==> config.mk <==
export PLATFORM = sky130hd
export DESIGN_NAME = port_change_irq
export DESIGN_NICKNAME = d
export VERILOG_FILES = /design/src/rtl/pcd_pkg.sv /design/src/rtl/pcd_bank.sv /design/src/rtl/pcd_irq_out.sv /design/src/rtl/port_change_irq.sv
export SDC_FILE = /design/constraint.sdc
export NUM_CORES = 1
export LEC_CHECK = 0
export BUFFER_PORTS_ARGS = -buffer_cell sky130_fd_sc_hd__buf_2
export CORE_MARGIN = 1.5
export CORE_UTILIZATION = 35
export DETAILED_ROUTE_END_ITERATION = 8
export SLEW_MARGIN = 20
export SYNTH_ARGS = -nofsm -noshare
export SYNTH_HDL_FRONTEND = slang
export SYNTH_SLANG_ARGS = --single-unit
==> constraint.sdc <==
create_clock -name clk -period 1.39 [get_ports clk]
set_input_delay 0.0695 -clock clk [delete_from_list [all_inputs] [get_ports clk]]
set_output_delay 0.0695 -clock clk [all_outputs]
set_load 0.005 [all_outputs]
==> src/rtl/pcd_pkg.sv <==
package pcd_pkg;
  localparam int unsigned PCD_BANKS  = 2;
  localparam int unsigned PCD_BANK_W = 8;
endpackage

==> src/rtl/pcd_bank.sv <==
module pcd_bank #(
  parameter int unsigned W = 8
) (
  input  logic         clk,
  input  logic         rst_n,
  input  logic         load,
  input  logic         rd,
  input  logic [W-1:0] pins,
  input  logic [W-1:0] dir_in,
  output logic         pend
);
  logic [W-1:0] snap_q, snap_d;
  logic         snap_en;
  logic         pend_q, pend_d;

  always_comb begin
    snap_en = load | rd;
    snap_d  = snap_q;
    pend_d  = pend_q;
    if (snap_en) begin
      snap_d = pins;
      pend_d = 1'b0;
    end else begin
      pend_d = |((pins ^ snap_q) & dir_in);
    end
  end

  always_ff @(posedge clk or negedge rst_n) begin
    if (!rst_n) begin
      snap_q <= '0;
    end else if (snap_en) begin
      snap_q <= snap_d;
    end
  end

  always_ff @(posedge clk or negedge rst_n) begin
    if (!rst_n) pend_q <= 1'b0;
    else        pend_q <= pend_d;
  end

  assign pend = pend_q;

  // reference load after reset leaves nothing pending
  p_prime_quiet_r10: assert property (@(posedge clk) disable iff (!rst_n)
    load |=> !pend_q);
  // a bank read clears its pending condition
  p_read_clears_r6: assert property (@(posedge clk) disable iff (!rst_n)
    rd |=> !pend_q);
  // output ports never register a change
  p_outputs_ignored_r4: assert property (@(posedge clk) disable iff (!rst_n)
    (dir_in == '0) |=> !pend_q);
  // the reference becomes the levels present at the read
  p_snap_capture_r6: assert property (@(posedge clk) disable iff (!rst_n)
    (load || rd) |=> (snap_q == $past(pins)));
  // without a read the reference does not move
  p_snap_hold_r6: assert property (@(posedge clk) disable iff (!rst_n)
    !(load || rd) |=> $stable(snap_q));
endmodule

==> src/rtl/pcd_irq_out.sv <==
module pcd_irq_out #(
  parameter int unsigned BANKS = 2
) (
  input  logic [BANKS-1:0] pend,
  input  logic             irq_mode,
  input  logic             gpo_level,
  output logic             irq_n
);
  logic any_pend;

  always_comb begin
    any_pend = |pend;
    irq_n    = irq_mode ? ~any_pend : gpo_level;
  end
endmodule

==> src/rtl/port_change_irq.sv <==
module port_change_irq
  import pcd_pkg::*;
#(
  parameter int unsigned BANKS  = PCD_BANKS,
  parameter int unsigned BANK_W = PCD_BANK_W,
  localparam int unsigned PORTS = BANKS * BANK_W
) (
  input  logic              clk,
  input  logic              rst_n,
  input  logic [PORTS-1:0]  pin_in,
  input  logic [PORTS-1:0]  port_is_in,
  input  logic [BANKS-1:0]  bank_rd,
  output logic [BANK_W-1:0] rd_data,
  input  logic              irq_mode,
  input  logic              gpo_level,
  output logic              irq_n
);
  logic             primed_q, primed_d;
  logic [BANKS-1:0] bank_pend;
  logic             hit;

  always_comb primed_d = 1'b1;

  always_ff @(posedge clk or negedge rst_n) begin
    if (!rst_n)         primed_q <= 1'b0;
    else if (!primed_q) primed_q <= primed_d;
  end

  always_comb begin
    rd_data = '0;
    hit     = 1'b0;
    for (int b = 0; b < int'(BANKS); b++) begin
      if (bank_rd[b] && !hit) begin
        rd_data = pin_in[b*BANK_W +: BANK_W];
        hit     = 1'b1;
      end
    end
  end

  for (genvar g = 0; g < int'(BANKS); g++) begin : g_bank
    pcd_bank #(.W(BANK_W)) u_bank (
      .clk    (clk),
      .rst_n  (rst_n),
      .load   (!primed_q),
      .rd     (bank_rd[g]),
      .pins   (pin_in[g*BANK_W +: BANK_W]),
      .dir_in (port_is_in[g*BANK_W +: BANK_W]),
      .pend   (bank_pend[g])
    );
  end

  pcd_irq_out #(.BANKS(BANKS)) u_out (
    .pend      (bank_pend),
    .irq_mode  (irq_mode),
    .gpo_level (gpo_level),
    .irq_n     (irq_n)
  );

  // the line stays released until the first reference load is done
  p_release_quiet_r1: assert property (@(posedge clk) disable iff (!rst_n)
    (!primed_q && irq_mode) |=> irq_n);
endmodule

==> After elaboration in Yosys (flattened, before gate mapping) <==
Cells that the tools add are included.
{ "word_totals": {"reg_bits": 19, "in_bits": 38, "out_inout_bits": 9, "wordCells": 24} }
{ "classes": {"muxes": 6, "n_bitwise": 7, "n_reduce_logical": 6} }
{ "ops": {"columns": ["operator", "n"], "rows": [
  ["$and 8x8->8", 2],
  ["$mux 8", 2],
  ["$reduce_or 8->1", 2],
  ["$xor 8x8->8", 2],
  ["$mux 1", 4],
  ["$logic_not 1->1", 2],
  ["$or 1x1->1", 2],
  ["$reduce_or 2->1", 1],
  ["$logic_and 1x1->1", 1],
  ["$not 1->1", 1]
]} }

==> Depth between registers and ports, before layout <==
Gate-level depths: netlist of run 1.
{ "logic_depth": {"word_depth": 4, "mapped_depth": 3, "depth_no_buf": 3} }

==> Modules after synthesis <==
A second synthesis of run 1 with hierarchy kept.
{ "hier_totals": {"cells_unflattened": 95, "hier_area_um2": 1053.5} }
{ "by_module_without_submodules": {"columns": ["module", "n_inst", "cells_per_inst", "area_each_um2", "seq_area_each_um2"], "rows": [
  ["pcd_bank", 2, 32, 439.2, 225.2],
  ["port_change_irq", 1, 29, 156.4, 25.0],
  ["pcd_irq_out", 1, 2, 18.8, 0.0]
]} }

==> Least setup slack after synthesis of run 1 <==
No wires, ideal clock.
{ "synth_timing": {"path_kind": "reg2reg", "start": "register primed_q", "end": "register g_bank[0].u_bank.snap_q[0]", "setup_time_ps": 125, "arrival_time_ps": 873, "t_required_ps": 1265, "setup_slack_ps": 392, "stages_incl_launch_ff": 4, "path_buffers": 1, "synth_period_minus_slack_ps": 998, "path_cell_list": "dfrtp_1 > nand2b_1 > buf_6 > mux2_4"} }
{ "synth_via": {"elab_chain_cells": 2} }
{ "synth_lines": {"columns": ["element", "line", "rtl"], "rows": [
  ["start: declaration", "port_change_irq.sv:18", "logic primed_q, primed_d;"],
  ["start signal: assignment", "port_change_irq.sv:26", "else if (!primed_q) primed_q <= primed_d;"],
  ["$logic_not 1->1", "port_change_irq.sv:44", ".load (!primed_q),"],
  ["$or 1x1->1", "pcd_bank.sv:17", "snap_en = load | rd;"],
  ["end signal: assignment", "pcd_bank.sv:32", "snap_q <= snap_d;"],
  ["end: declaration", "pcd_bank.sv:12", "logic [W-1:0] snap_q, snap_d;"]
]} }
Every way passes these cells.
A chain may end at the register's enable or synchronous reset.

==> Worst setup path after layout of run 1 <==
{ "layout_timing": {"start": "register g_bank[1].u_bank.pend_q", "end": "output port irq_n"} }
{ "layout_via": {"elab_chain_cells": 3} }
{ "layout_lines": {"columns": ["element", "line", "rtl"], "rows": [
  ["start: declaration", "pcd_bank.sv:14", "logic pend_q, pend_d;"],
  ["start signal: assignment", "pcd_bank.sv:38", "else pend_q <= pend_d;"],
  ["$reduce_or 2->1", "pcd_irq_out.sv:12", "any_pend = |pend;"],
  ["$not 1->1", "pcd_irq_out.sv:13", "irq_n = irq_mode ? ~any_pend : gpo_level;"],
  ["$mux 1", "pcd_irq_out.sv:13", null],
  ["end: declaration", "port_change_irq.sv:16", "output logic irq_n"]
]} }
Every way passes these cells.

==> impl_metrics.csv, run 1 <==
group,metric,value,unit
worst_setup_path,critPathLaunch,"g_bank[1].u_bank.pend",
global_routing,grt_max_degree,20,
synthesis,yosysSeqAreaShare,43.9,%
detailed_routing,via_per_inst,4.95,
worst_setup_path,path_max_fanout,1,
global_routing,antenna_found_initial,0,
worst_setup_path,cp.arrival,1.07,ns
synthesis,ys_ff_latch,19,
sta,finalClockSkew,0.00801,ns
detailed_routing,first_pass_iters,4,
floorplanning,die_h,58.6,um
sta,final.setup.tns,0,ns
sta,rsz0062_at_grt,"false",
cts,cts.sinks,19,
floorplanning,top_level_ports,47,
hold_path,hold_start,"pin_in[3]",
sta,timing.final.crit_share,81.6,%
pwr,power_density,868,nW/um2
floorplanning,dieArea,3440,um2
finish,multi_input_area,581,um2
finish,diodes,0,
synthesis,syn-instance-count,86,
finish,final_nets,176,
worst_setup_path,path_class,"flip-flop to primary output",
finish,area_growth,28.0,%
detailed_routing,dr.first_iter.drc_count,18,
cts,clkLatencyLatePin,0.29,ns
synthesis,syn-cell-area,1080,um2
synthesis,yosys_warnings,0,
cts,cts_root_buffer,"clkbuf_4",
global_routing,overflow,0,
synthesis,avgSynthCellArea,12.6,um2
worst_setup_path,rr_startpoint,"g_bank[1].u_bank.snap_q[7]",
detailed_routing,routed_wl,2390,um
finish,nFillCells,278,
floorplanning,die-width,58.6,um
pwr,irDropWorstVdd,395,uV
floorplanning,core,2850,um2
cts,clockBufferDepth,2,
synthesis,syn_nets,124,
detailed_routing,wire_per_inst,14.2,um
cts,cts_max_level,1,
detailed_routing,dr_total_vias,831,
global_routing,grt_usage,15.1,%
global_routing,grt_pass1_vias,877,
sta,final-setup-viol-count,0,
global_routing,grt_pass1_wl,3920,um
detailed_routing,drc,0,
finish,drive_gt1_share,51.1,%
detailed_routing,ant_nets,0,
sta,drv_slew,0,
sta,worst_slack,0.255,ns
placed_design,io_buffers,46,
worst_setup_path,cp-start-kind,"flip-flop",
floorplanning,start_util,37.9,%
worst_setup_path,cp.required,1.32,ns
placed_design,gp_congestion,0.779,
cts,cts_buffers,3,
pwr,p_leak,0.733,nW
cts,cts_tree,"built",
worst_setup_path,critPathCaptureType,"primary output",
sta,clock.fmax,881,MHz
finish,regArea,475,um2
synthesis,netlist-cell-type-count,15,
outcome,outcome,"finished, final reports clean",
sta,hold_viol_final,0,
cts,clkTransAtPathRegs,0.11,ns
hold_path,hp-class,"primary input to flip-flop",
floorplanning,rows,19,
placed_design,dp_slack,0.293,ns
sta,period_needed,1.13,ns
flow_run,drv_cap,0,
placed_design,dp_hpwl,1930,um
-- report_power, final --
part / switching, mW / leakage (nW) / internal [mW] / total, mW
registers: 0.0311 / 0.224 / 0.597 / 0.628
logic: 0.126 / 0.491 / 0.174 / 0.300
clock network: 0.167 / 0.0177 / 0.107 / 0.274
-- cells in the final DEF (no fill, tap or decap), drive strengths merged --
cell	Yosys	routed
a22o	4	4
a22oi	8	8
a41oi	2	2
buf	2	49
clkbuf	1	3
clkinv	0	1
conb	1	1
dfrtp	19	19
dlygate4sd3	0	1
mux2	17	17
nand2	8	8
nand2b	2	2
nor2	1	1
nor2b	1	1
o21ai	4	4
xor2	16	16
-- synthesized netlist by cell type (all sizes together) --
cell type | n | area share (%)
nand2 | 8 | 2.8
o21ai | 4 | 1.8
conb | 1 | 0.35
a22o | 4 | 3.2
clkbuf | 1 | 0.35
dfrtp | 19 | 44
nor2b | 1 | 0.58
buf | 2 | 2.1
xor2 | 16 | 13
a22oi | 8 | 5.5
nand2b | 2 | 1.2
mux2 | 17 | 23
a41oi | 2 | 1.6
nor2 | 1 | 0.35
-- cell type report --
type,count,area share [%]
Tap cell,31,2.80
Clock inverter,1,0.361
Timing Repair Buffer,50,19.0
Multi-Input combinational cell,64,41.9
Clock buffer,3,1.63
Sequential cell,19,34.3
-- critical path, cell delays in order (launching register included) --
cell	delay, ns
dfrtp_1	0.38
nor2_1	0.13
mux2_2	0.16
buf_2	0.10
-- state kept, by name (all words and copies together) (netlist names) --
name / count
g_bank.u_bank.pend: 2
g_bank.u_bank.snap_q: 16
primed_q: 1
-- logic make-up (layout without fill, tap and decap cells) --
logic type | Yosys count | count (layout) | synth area share [%]
other | 1 | 1 | 0.346
multiplexers | 17 | 17 | 23.2
buffers and inverters | 3 | 54 | 2.43
AO/OA/AOI/OAI | 18 | 18 | 12.3
AND/OR/NAND/NOR | 12 | 12 | 4.86
XOR/XNOR | 16 | 16 | 12.9
flip-flops | 19 | 19 | 43.9
-- layer usage --
layer	part of all wire (%)	global-route usage (%)	up-vias	routed length (um)
li1	-	-	406	-
met1	48	21.3	392	1140
met2	46	23.8	31	1100
met3	5.9	3.08	2	140
met4	0.63	3.90	0	15
met5	0	0	-	0
-- stage by stage --
| stage | utilization, % | hold slack [ns] | total power, mW | std cells | area, um2 |
|---|---|---|---|---|---|
| 6_report | 48.6 | 0.0418 | 1.20 | 168 | 1390 |
| 5_1_grt | 48.6 | 0.0232 | 1.28 | 168 | 1390 |
| 4_1_cts | 48.6 | 0.0346 | 1.22 | 168 | 1390 |
| 3_5_place_dp | 47.2 | 0.0366 | 0.938 | 163 | 1350 |
| 3_3_place_gp | 47.2 | 0.0363 | 0.931 | 163 | 1350 |
| 2_1_floorplan | - | -0.226 | 0.807 | 86 | 1080 |
-- timing repair --
item,CTS,global route
gates resized for setup,0,0
hold buffers,1,0
buffers inserted,0,0
endpoints found under the setup margin,0,0
hold endpoints to repair,19,0
-- worst paths after layout --
kind / endpoint / slack [ns] / cells after the start
worst max-delay path: irq_n / 0.26 / 3
worst min-delay path: g_bank[0].u_bank.snap_q[3] / 0.04 / 2
worst max register to register: g_bank[1].u_bank.pend / 0.29 / 3
worst min register to register: g_bank[0].u_bank.snap_q[1] / 0.54 / 1
max in group asynchronous: g_bank[1].u_bank.snap_q[6] / 0.85 / 2
min in group asynchronous: g_bank[1].u_bank.pend / 0.23 / 2
(Power assumes the default switching activity.)
==> inputs of run 2 (changes only) <==
- clock period: 1.39 -> 1 ns (I/O delays scaled with it)
==> run 2 against run 1 <==
Net effect: the run now ends with setup timing left; worst hold slack got worse by 0.020 ns; sequential cell count unchanged; setup slack got worse by 0.36 ns; combinational power increased by 60%; sequential share of layout area decreased by 3.1 points; clock power increased by 42%; register-to-register slack got worse by 0.39 ns; core utilization increased by 4.8 points; largest power group unchanged.
==> impl_metrics.csv, run 2 (synthesis gave the netlist of run 1 again) <==
group,metric,value,unit
finish,regArea,475,um2
floorplanning,core,2850,um2
sta,hold_viol_final,0,
pwr,power_density,1150,nW/um2
worst_setup_path,cp-start-kind,"flip-flop",
pwr,p_leak,0.805,nW
sta,worst_slack,-0.107,ns
placed_design,io_buffers,46,
worst_setup_path,critPathCaptureType,"primary output",
floorplanning,rows,19,
floorplanning,start_util,37.9,%
hold_path,hp-class,"primary input to flip-flop",
global_routing,antenna_found_initial,0,
cts,cts_buffers,3,
cts,clkLatencyLatePin,0.29,ns
detailed_routing,drc,0,
cts,cts.sinks,19,
finish,top_register,"g_bank.u_bank.snap_q",
finish,drive_gt1_share,53.8,%
sta,rsz0062_at_grt,"true",
flow_run,drv_cap,0,
global_routing,overflow,0,
finish,layout_common_cells,"buf_2, dfrtp_1, mux2_4",
floorplanning,dieArea,3440,um2
worst_setup_path,cp.required,0.95,ns
floorplanning,die_h,58.6,um
worst_setup_path,cp.arrival,1.06,ns
finish,multi_input_area,604,um2
worst_setup_path,endpoint,"irq_n",
outcome,outcome,"complete, but fails checks",
detailed_routing,first_pass_iters,3,
global_routing,grtUsageMet2,21.8,%
worst_setup_path,reg2reg_slack,-0.10,ns
finish,final_nets,182,
finish,fin_util,53.3,%
outcome,violations,"setup timing",
detailed_routing,ant_nets,0,
finish,final_common_cell,"buf_2",
sta,timing.final.crit_share,111,%
pwr,irDropWorstVdd,832,uV
pwr,total_power,1.74,mW
finish,area_growth,40.6,%
finish,largest_reg_flops,16,
detailed_routing,wire_per_inst,13.7,um
worst_setup_path,rr_startpoint,"primed_q",
global_routing,grt_pass1_wl,3620,um
placed_design,dp_hpwl,1860,um
floorplanning,top_level_ports,47,
global_routing,grt_max_degree,20,
sta,period_needed,1.11,ns
global_routing,use_met3,5.71,%
detailed_routing,via_per_inst,4.94,
placed_design,gp_congestion,0.686,
sta,final-setup-viol-count,18,
cts,cts_root_buffer,"clkbuf_4",
sta,clock.fmax,903,MHz
cts,clockBufferDepth,2,
worst_setup_path,path_class,"flip-flop to primary output",
sta,finalClockSkew,0.00167,ns
cts,cts_tree,"built",
worst_setup_path,critPathLaunch,"g_bank[1].u_bank.pend",
worst_setup_path,path_max_fanout,1,
floorplanning,die-width,58.6,um
detailed_routing,routed_wl,2380,um
global_routing,grt_usage,13.9,%
cts,clkTransAtPathRegs,0.11,ns
worst_setup_path,rr_worst_depth,3,
global_routing,grt_pass1_vias,830,
finish,nFillCells,255,
global_routing,met1_usage,18.7,%
finish,diodes,0,
detailed_routing,dr_total_vias,859,
worst_setup_path,timing.rr.end,"g_bank[1].u_bank.snap_q[0]",
sta,drv_slew,0,
cts,cts_max_level,1,
global_routing,top_usage_layer,"met2",
detailed_routing,dr.first_iter.drc_count,14,
==> run 2: changes by cell type in the layout (fill, tap and decap cells not counted), sizes merged <==
cell / change
dlygate4sd3: +1
buf: +3
clkinv: -1
clkbuf: +3
==> run 2: cell type report <==
cell class,count,share of cell area [%]
Clock buffer,4,1.73
Multi-Input combinational cell,64,39.7
Sequential cell,19,31.2
Tap cell,31,2.55
Timing Repair Buffer,56,24.8
==> run 2: worst min-delay path by stage <==
stage	from	end	slack (ns)	depth (start not counted)
6_report	pin_in[4]	g_bank[0].u_bank.snap_q[4]	0.02	2
5_1_grt	pin_in[8]	g_bank[1].u_bank.snap_q[0]	0.001	2
4_1_cts	pin_in[9]	g_bank[1].u_bank.snap_q[1]	0.01	2
3_5_place_dp	rst_n	g_bank[1].u_bank.snap_q[4]	0.01	1
3_3_place_gp	rst_n	g_bank[1].u_bank.snap_q[3]	0.02	1
2_1_floorplan	rst_n	g_bank[0].u_bank.pend	-0.25	0
==> run 2: report_power, final <==
group	switching [mW]	internal (mW)	total [mW]
sequential	0.0444	0.830	0.875
combinational	0.183	0.296	0.479
clock	0.235	0.155	0.390
==> run 2: routing by layer <==
| metal | share of wire, % | routed length, um |
|---|---|---|
| met5 | 0 | 0 |
| met4 | 0 | 0 |
| met3 | 8.2 | 194 |
| met1 | 46 | 1100 |
| met2 | 45 | 1080 |
==> run 2: repair_timing <==
item / CTS / global route
hold endpoints to repair: 19 / 1
pin swaps: 7 / 3
endpoints found under the setup margin: 19 / 19
hold buffers: 1 / 1
cloned: 0 / 2
setup buffers: 1 / 1
resized for setup: 2 / 3
==> run 2: per-stage QoR <==
stage	hold WS, ns	worst slack, ns	instance area, um2	setup TNS (ns)	std cells
2_1_floorplan	-0.246	0.00185	1080	0	86
3_3_place_gp	0.0157	-0.0435	1380	-0.682	164
3_5_place_dp	0.0128	-0.0527	1380	-0.824	164
4_1_cts	0.0140	-0.124	1430	-1.15	170
5_1_grt	0.00130	-0.167	1520	-2.19	174
6_report	0.0220	-0.107	1520	-1.56	174
==> run 2: worst max-delay path, stage by stage (launching register included) <==
cell and delay (ns):
dfrtp_1 0.36, nor2_1 0.04, mux2_4 0.25, buf_6 0.11
